### config.mk
export PLATFORM = sky130hd
export DESIGN_NAME = cmp_cond_gate
export DESIGN_NICKNAME = d
export VERILOG_FILES = /design/src/rtl/cmpg_pkg.sv /design/src/rtl/cmpg_edge_det.sv /design/src/rtl/cmpg_pin_lane.sv /design/src/rtl/cmpg_gate_timer.sv /design/src/rtl/cmp_cond_gate.sv
export SDC_FILE = /design/constraint.sdc
export NUM_CORES = 1
export LEC_CHECK = 0
export BUFFER_PORTS_ARGS = -buffer_cell sky130_fd_sc_hd__buf_4
export CAP_MARGIN = 20
export CORE_ASPECT_RATIO = 0.8
export CORE_UTILIZATION = 47
export DETAILED_ROUTE_END_ITERATION = 12
export GPL_ROUTABILITY_DRIVEN = 0
export PLACE_DENSITY = 0.75
export SYNTH_ARGS = -nofsm -noshare
export SYNTH_HDL_FRONTEND = slang
export SYNTH_SLANG_ARGS = --single-unit
### constraint.sdc
create_clock -name clk -period 1.54 [get_ports clk]
set_input_delay 0.462 -clock clk [delete_from_list [all_inputs] [get_ports clk]]
set_output_delay 0.462 -clock clk [all_outputs]
set_load 0.02 [all_outputs]
### src/rtl/cmpg_pkg.sv
package cmpg_pkg;

    typedef enum logic {
        GSRC_PIN = 1'b0,
        GSRC_CMP = 1'b1
    } gate_src_e;

    typedef struct packed {
        logic      sync;
        gate_src_e gsel;
        logic      tmr_en;
    } tcfg_t;

endpackage

### src/rtl/cmpg_edge_det.sv
module cmpg_edge_det #(
    parameter int STAGES = 2
) (
    input  logic clk,
    input  logic rst_n,
    input  logic async_in,
    output logic rise,
    output logic fall
);

    typedef struct packed {
        logic [STAGES-1:0] sh;
        logic              prev;
    } st_t;

    st_t st_q, st_d;

    always_comb begin
        st_d      = st_q;
        st_d.sh   = {st_q.sh[STAGES-2:0], async_in};
        st_d.prev = st_q.sh[STAGES-1];
    end

    always_ff @(posedge clk or negedge rst_n) begin
        if (!rst_n) st_q <= '0;
        else        st_q <= st_d;
    end

    assign rise = st_q.sh[STAGES-1] & ~st_q.prev;
    assign fall = ~st_q.sh[STAGES-1] & st_q.prev;

endmodule

### src/rtl/cmpg_pin_lane.sv
module cmpg_pin_lane (
    input  logic raw,
    input  logic on,
    input  logic inv,
    input  logic pin_sel,
    input  logic gpio,
    input  logic tris,
    output logic cond,
    output logic pin_data,
    output logic pin_oe
);

    always_comb begin
        cond     = on ? (raw ^ inv) : 1'b0;
        pin_data = pin_sel ? cond : gpio;
        pin_oe   = ~tris;
    end

endmodule

### src/rtl/cmpg_gate_timer.sv
module cmpg_gate_timer #(
    parameter int TMR_W = 16
) (
    input  logic               clk,
    input  logic               rst_n,
    input  logic               rise,
    input  logic               fall,
    input  logic               cmp_in,
    input  logic               ext_gate,
    input  cmpg_pkg::tcfg_t    tcfg,
    output logic               cmp_view,
    output logic               gate,
    output logic [TMR_W-1:0]   count,
    output logic               ovf
);

    typedef struct packed {
        logic             held;
        logic [TMR_W-1:0] cnt;
        logic             ovf;
    } st_t;

    st_t  st_q, st_d;
    logic step;

    always_comb begin
        cmp_view = tcfg.sync ? st_q.held : cmp_in;
        gate     = (tcfg.gsel == cmpg_pkg::GSRC_CMP) ? cmp_view : ext_gate;
        step     = rise & tcfg.tmr_en & gate;

        st_d     = st_q;
        st_d.ovf = 1'b0;
        if (fall) st_d.held = cmp_in;
        if (step) begin
            st_d.cnt = st_q.cnt + 1'b1;
            st_d.ovf = &st_q.cnt;
        end
    end

    always_ff @(posedge clk or negedge rst_n) begin
        if (!rst_n) st_q <= '0;
        else        st_q <= st_d;
    end

    assign count = st_q.cnt;
    assign ovf   = st_q.ovf;

endmodule

### src/rtl/cmp_cond_gate.sv
module cmp_cond_gate #(
    parameter int NUM_CMP     = 2,
    parameter int SYNC_STAGES = 2,
    parameter int TMR_W       = 16
) (
    input  logic               clk,
    input  logic               rst_n,
    input  logic [NUM_CMP-1:0] cmp_raw,
    input  logic               cfg_we,
    input  logic [NUM_CMP-1:0] cfg_on,
    input  logic [NUM_CMP-1:0] cfg_inv,
    input  logic [NUM_CMP-1:0] cfg_pin_sel,
    input  logic               cfg_sync,
    input  logic               cfg_gate_sel,
    input  logic               cfg_tmr_en,
    input  logic [NUM_CMP-1:0] gpio_out,
    input  logic [NUM_CMP-1:0] pin_tris,
    input  logic               ext_gate,
    input  logic               tmr_clk,
    output logic [NUM_CMP-1:0] pin_data,
    output logic [NUM_CMP-1:0] pin_oe,
    output logic [NUM_CMP-1:0] status,
    output logic [TMR_W-1:0]   count,
    output logic               tmr_ovf
);

    localparam int GATE_LANE = NUM_CMP - 1;

    typedef struct packed {
        logic [NUM_CMP-1:0] on;
        logic [NUM_CMP-1:0] inv;
        logic [NUM_CMP-1:0] pin_sel;
        cmpg_pkg::tcfg_t    t;
    } cfg_t;

    cfg_t cfg_q, cfg_d;

    logic [NUM_CMP-1:0] cond_w;
    logic               rise_w, fall_w, gate_w, gated_view_w;

    always_comb begin
        cfg_d = cfg_q;
        if (cfg_we) begin
            cfg_d.on       = cfg_on;
            cfg_d.inv      = cfg_inv;
            cfg_d.pin_sel  = cfg_pin_sel;
            cfg_d.t.sync   = cfg_sync;
            cfg_d.t.gsel   = cmpg_pkg::gate_src_e'(cfg_gate_sel);
            cfg_d.t.tmr_en = cfg_tmr_en;
        end
    end

    always_ff @(posedge clk or negedge rst_n) begin
        if (!rst_n) cfg_q <= '0;
        else        cfg_q <= cfg_d;
    end

    for (genvar i = 0; i < NUM_CMP; i++) begin : g_lane
        cmpg_pin_lane u_lane (
            .raw      (cmp_raw[i]),
            .on       (cfg_q.on[i]),
            .inv      (cfg_q.inv[i]),
            .pin_sel  (cfg_q.pin_sel[i]),
            .gpio     (gpio_out[i]),
            .tris     (pin_tris[i]),
            .cond     (cond_w[i]),
            .pin_data (pin_data[i]),
            .pin_oe   (pin_oe[i])
        );
        if (i == GATE_LANE) begin : g_gated
            assign status[i] = gated_view_w;
        end else begin : g_plain
            assign status[i] = cond_w[i];
        end
    end

    cmpg_edge_det #(.STAGES(SYNC_STAGES)) u_edge (
        .clk      (clk),
        .rst_n    (rst_n),
        .async_in (tmr_clk),
        .rise     (rise_w),
        .fall     (fall_w)
    );

    cmpg_gate_timer #(.TMR_W(TMR_W)) u_timer (
        .clk      (clk),
        .rst_n    (rst_n),
        .rise     (rise_w),
        .fall     (fall_w),
        .cmp_in   (cond_w[GATE_LANE]),
        .ext_gate (ext_gate),
        .tcfg     (cfg_q.t),
        .cmp_view (gated_view_w),
        .gate     (gate_w),
        .count    (count),
        .ovf      (tmr_ovf)
    );

endmodule

==> results of run 1 <==
-- final cells by class --
class | instances | area (um^2)
Timing Repair Buffer | 82 | 661
Multi-Input combinational cell | 75 | 903
Sequential cell | 30 | 757
Inverter | 10 | 37.5
Tap cell | 40 | 50.0
Clock buffer | 7 | 76.3
Fill cell | 193 | 713
-- what timing repair did --
item,CTS,global route
cloned,1,0
setup endpoints to repair,17,21
gates resized for setup,24,24
buffers inserted,16,4
pin swaps,20,18
-- cells in the final DEF, fill, tap and decap left out, types with 2 or more instances in the layout --
| cell | synthesis | routed |
|---|---|---|
| buf_4 | 22 | 70 |
| dfrtp_1 | 30 | 25 |
| buf_6 | 1 | 12 |
| inv_1 | 10 | 10 |
| xor2_1 | 10 | 9 |
| mux2_2 | 10 | 9 |
| nand2_1 | 7 | 6 |
| xnor2_1 | 6 | 6 |
| a2111oi_4 | 0 | 6 |
| dfrtp_2 | 0 | 5 |
| clkbuf_8 | 0 | 5 |
| nand3_1 | 5 | 4 |
| nand4b_4 | 2 | 3 |
| a211oi_2 | 2 | 3 |
| a211oi_4 | 0 | 3 |
| mux2_4 | 0 | 2 |
| o21ai_1 | 0 | 2 |
| o21ai_2 | 0 | 2 |
| nand4_1 | 2 | 2 |
| clkbuf_1 | 1 | 2 |
-- routing by layer --
metal | wire length [um] | up-vias
met5 | 0 | -
met4 | 106 | 0
met3 | 240 | 14
met2 | 2290 | 59
met1 | 1840 | 657
li1 | - | 587
-- cells by family after synthesis --
group / share of synthesized area
xor gates and xnor gates: 0.0960
AOI/OAI and AO/OA: 0.124
DFF: 0.461
and+or+nand+nor: 0.0991
muxes: 0.0760
buffers and inverters: 0.137
adders and majority gates: 0.00768
-- power groups by stage --
stage | clock, mW | combinational, mW | sequential [mW]
2_1_floorplan | 0 | 0.650 | 1.08
3_3_place_gp | 0 | 0.993 | 1.06
3_5_place_dp | 0 | 1.03 | 1.08
4_1_cts | 0.583 | 1.22 | 1.07
5_1_grt | 0.629 | 1.46 | 1.09
6_report | 0.585 | 1.38 | 1.08
-- worst paths after layout --
| check | to |
|---|---|
| min in group clk | u_edge.st_d[2]$_DFF_PN0_ |
| max reg2reg | u_timer.count[7]$_DFFE_PN0P_ |
| min | cfg_q[7]$_DFFE_PN0P_ |
| min reg2reg | u_edge.st_d[0]$_DFF_PN0_ |
| max in group asynchronous | cfg_q[6]$_DFFE_PN0P_ |
| max | status[1] |
-- sequential cells by signal (all words and copies together) (netlist names) --
register       count
cfg_q              9
u_edge.st_d        2
u_edge.st_q        1
u_timer.count     16
u_timer.st_q       1
u_timer.ovf        1
-- worst max-delay path, cell delays in order (launching register included) --
cell and delay (ns):
dfrtp_2 0.44, xor2_4 0.23, nand2_2 0.10, o21ai_2 0.17
buf_6 0.13
-- per-stage QoR --
step,utilization,hold WS (ns),power [mW],instance area [um^2]
floorplan,-,0.166,1.73,1680
global placement,0.629,0.340,2.06,2010
detailed placement,0.629,0.342,2.11,2010
CTS,0.738,0.116,2.87,2360
global route,0.777,0.126,3.18,2480
finish,0.777,0.0969,3.05,2480
==> flow_summary.toml, run 1 <==
[run_status]
status = "finished, violations left"
violations = "negative setup slack"

[routing]
drtAntennaViolNets = 0
route.detailed.drc = 0
wirelength_um = 4480
drtPass1Iterations = 4
drt-initial-drc-count = 81
routedWlPerCell_um = 18.4
vias = 1317
vias_per_cell = 5.40

[synth]
syn_inst = 139
synth_cell_types = 33
synth_top_area_frac = 0.461
ys_seq_area_frac = 0.461
synth_area_um2 = 1630
synth.net_count = 160
synth_area_leaders = "dfrtp_1 46%, buf_4 10%, mux2_2 6.9%"
synthTopCellsByCount = "30 x dfrtp_1, 22 x buf_4, 10 x inv_1, 10 x mux2_2, 10 x xor2_1"
synthArstFlopShare = 1.00
synth_seq_cells = 30
syn_avg_cell_area_um2 = 11.7
yosysWarnings = 0
ys.flop_type = "dfrtp_1"
synth_top_area_cell = "dfrtp_1"
synth-edff-count = 0
yosysMostFrequentCell = "dfrtp_1"

[setup_path]
start_kind = "flop"
endpoint_kind = "primary output"
startpoint = "cfg_q[6]$_DFFE_PN0P_"
critPathRequiredTime_ns = 1.08
regToRegStartpoint = "cfg_q[6]$_DFFE_PN0P_"
cp_max_fo = 3
cp.arrival_ns = 1.35
r2r_slack_ns = -0.27
reg2reg_depth = 6
critical_path_class = "flop to primary output"

[clock_network]
root_buffer = "clkbuf_8"
clock_path_buffers = 2
cts.sinks = 30
cts_tree = "yes"
clk_latency_ns = 0.28
htreeDepth = 2
postCtsHoldBufs = 0
cts_inserted_buffers = 5
cts.clk_slew.worst_paths_ns = 0.06

[power_and_ir_drop]
p_clk_frac = 0.192
combPwrFrac = 0.455
vdd_drop_max_uv = 940
power_density_nw_per_um2 = 1230
internal-power_mw = 1.89
seq_power_share = 0.353
p_leak_nw = 1.05
switchingPower_mw = 1.16
p_sw_frac = 0.380

[layout]
syn2layout_area_growth_pct = 52.5
diodes = 0
final_cells = 244
nNetsFinal = 225
drive_gt1_frac = 0.647

[floorplanning]
core_um2 = 3200
start_util = 0.509
die_width_um = 67.8
ios = 43
num_rows = 18
die-area_um2 = 3710
dieHeight_um = 54.7

[global_route]
grt_pass1_wl_um = 6510
grt_max_degree = 31
met2_usage = 0.427
grtUsageMet1 = 0.300
use_met3 = 0.0708
track_usage = 0.254
antenna_found_initial = 0
grt_pass1_vias = 1275
overflow = 0
grt-busiest-layer = "met2"

[placement]
dp.cells = 217
io_buffers = 42
preCtsSetupSlack_ns = -0.274
dpl.hpwl_um = 2400

[timing]
fin_crit_sh = 1.18
worstMarginPinSlew_ns = 0.446
clock.fmax_mhz = 550
hold_viol = 0
fin_crit_ns = 1.82
worst_slack_ns = -0.277
finalClockSkew_ns = 0.00412
finalMaxSlewViolations = 0
relSlewSlack = 0.701
setup_viol = 20
rsz0062_at_grt = "true"
fin_setup_tns_ns = -3.17

[flow_run]
drv_cap = 0

[min_path]
hold_class = "primary input to asynchronous set/reset pin"
No activity file was read; power rests on OpenSTA's default activity.
==> inputs of run 2 (changes only) <==
--- a/config.mk
+++ b/config.mk
@@ -8,6 +8,7 @@
 export BUFFER_PORTS_ARGS = -buffer_cell sky130_fd_sc_hd__buf_4
 export CAP_MARGIN = 20
 export CORE_ASPECT_RATIO = 0.8
+export CORE_MARGIN = 5
 export CORE_UTILIZATION = 47
 export DETAILED_ROUTE_END_ITERATION = 12
 export GPL_ROUTABILITY_DRIVEN = 0
==> flow_summary.toml, run 2 (synthesized netlist as in run 1, its figures left out) <==
[routing]
drtPass1Iterations = 3
vias = 1170
wirelength_um = 3750
drtAntennaViolNets = 0
route.detailed.drc = 0
vias_per_cell = 5.02
drt-initial-drc-count = 72
routedWlPerCell_um = 16.1

[timing]
fin_setup_tns_ns = -2.58
whs_ns = 0.100
rsz0062_at_grt = "true"
worstMarginPinSlew_ns = 0.384
fin_crit_ns = 1.82
setup_viol = 17
hold_viol = 0
fin_crit_sh = 1.18
clock.fmax_mhz = 549
finalClockSkew_ns = 0.00296
finalMaxSlewViolations = 0
relSlewSlack = 0.742
worst_slack_ns = -0.281

[layout]
drive_gt1_frac = 0.592
fillers = 238
final_cell_mix = "60 x buf_4, 26 x dfrtp_1, 10 x xor2_1, 10 x inv_1"
nNetsFinal = 212
syn2layout_area_growth_pct = 43.5
final_util = 0.693
final_cells = 233
diodes = 0
largest_reg_flops = 16
final_common_cell = "buf_4"

[clock_network]
clk_latency_ns = 0.28
root_buffer = "clkbuf_8"
cts_inserted_buffers = 5
cts.clk_slew.worst_paths_ns = 0.06
cts.sinks = 30
htreeDepth = 2
postCtsHoldBufs = 0
clock_path_buffers = 2
cts_tree = "yes"

[setup_path]
endpoint_kind = "primary output"
critical_path_class = "flop to primary output"
reg2reg_to = "u_timer.count[6]$_DFFE_PN0P_"
r2r_slack_ns = -0.22
reg2reg_depth = 6
critPathRequiredTime_ns = 1.08
regToRegStartpoint = "cfg_q[6]$_DFFE_PN0P_"
start_kind = "flop"
cp_max_fo = 2
cp.arrival_ns = 1.36

[placement]
dp.cells = 220
preCtsSetupSlack_ns = -0.275
dpl.hpwl_um = 2600
io_buffers = 42

[flow_run]
drv_cap = 0

[global_route]
track_usage = 0.165
grt_max_degree = 31
grt_pass1_vias = 1277
antenna_found_initial = 0
overflow = 0
grt_pass1_wl_um = 5910

[power_and_ir_drop]
combPwrFrac = 0.429
p_clk_frac = 0.202
seq_power_share = 0.370
internal-power_mw = 1.83
p_sw_frac = 0.368
switchingPower_mw = 1.07
vdd_drop_max_uv = 920
power_density_nw_per_um2 = 1240
p_leak_nw = 0.969

[run_status]
status = "finished, violations left"
violations = "negative setup slack"

[floorplanning]
num_rows = 19
start_util = 0.483
core_um2 = 3380
die-area_um2 = 4750
die_width_um = 75.8
ios = 43
dieHeight_um = 62.7

[min_path]
hold_class = "primary input to asynchronous set/reset pin"
run 2: cell count changes in the layout (fill, tap and decap cells not counted), sizes merged:
| cell | before | now |
|---|---|---|
| nand4b | 3 | 2 |
| buf | 82 | 70 |
run 2: worst max-delay path: stages, from the launching register on:
cell     delay [ns]
dfrtp_1        0.39
xor2_1         0.17
and2_4         0.14
mux2_4         0.25
buf_6          0.13
run 2: worst max path at each step:
stage | start | to | slack, ns
floorplan | u_timer.count[0]$_DFFE_PN0P_ | u_timer.count[12]$_DFFE_PN0P_ | -0.06
global placement | cmp_raw[1] | u_timer.count[1]$_DFFE_PN0P_ | -0.22
detailed placement | cmp_raw[1] | u_timer.count[1]$_DFFE_PN0P_ | -0.28
CTS | cfg_q[5]$_DFFE_PN0P_ | pin_data[0] | -0.30
global route | cfg_q[6]$_DFFE_PN0P_ | pin_data[1] | -0.35
finish | cfg_q[5]$_DFFE_PN0P_ | pin_data[0] | -0.28
run 2: layer usage:
metal	wire length, um	global-route usage	vias to the layer above	part of all wire
li1	-	-	565	-
met1	1420	0.191	571	0.38
met2	2060	0.281	24	0.55
met3	187	0.0434	10	0.050
met4	79	0.0655	0	0.021
met5	0	0	-	0
run 2: through the flow:
step,instance area [um^2],power [mW]
after floorplan,1680,1.73
after global placement,2020,2.06
after detailed placement,2020,2.11
after CTS,2230,2.82
after global routing,2340,3.05
final,2340,2.89
run 2: timing repair:
| action | 4_1_cts | 5_1_grt |
|---|---|---|
| buffers inserted | 2 | 4 |
| resized for setup | 19 | 16 |
| cloned | 0 | 0 |
| setup endpoints to repair | 15 | 20 |
| pin swaps | 11 | 9 |
run 2: final cells by class:
cell class	count	area [um^2]	share of cell area
clock buffers	7	76.3	0.0326
inverters	10	37.5	0.0161
multi-input cells	74	845	0.361
flip-flops and latches	30	756	0.323
well taps	42	52.6	0.0225
repair buffers	70	572	0.245
run 2: power groups by stage:
| stage | Clock (mW) | Combinational (mW) | Sequential [mW] |
|---|---|---|---|
| after CTS | 0.606 | 1.14 | 1.07 |
| after global placement | 0 | 0.997 | 1.06 |
| after floorplan | 0 | 0.650 | 1.08 |
| after global routing | 0.635 | 1.32 | 1.09 |
| after detailed placement | 0 | 1.04 | 1.08 |
| final | 0.583 | 1.24 | 1.07 |
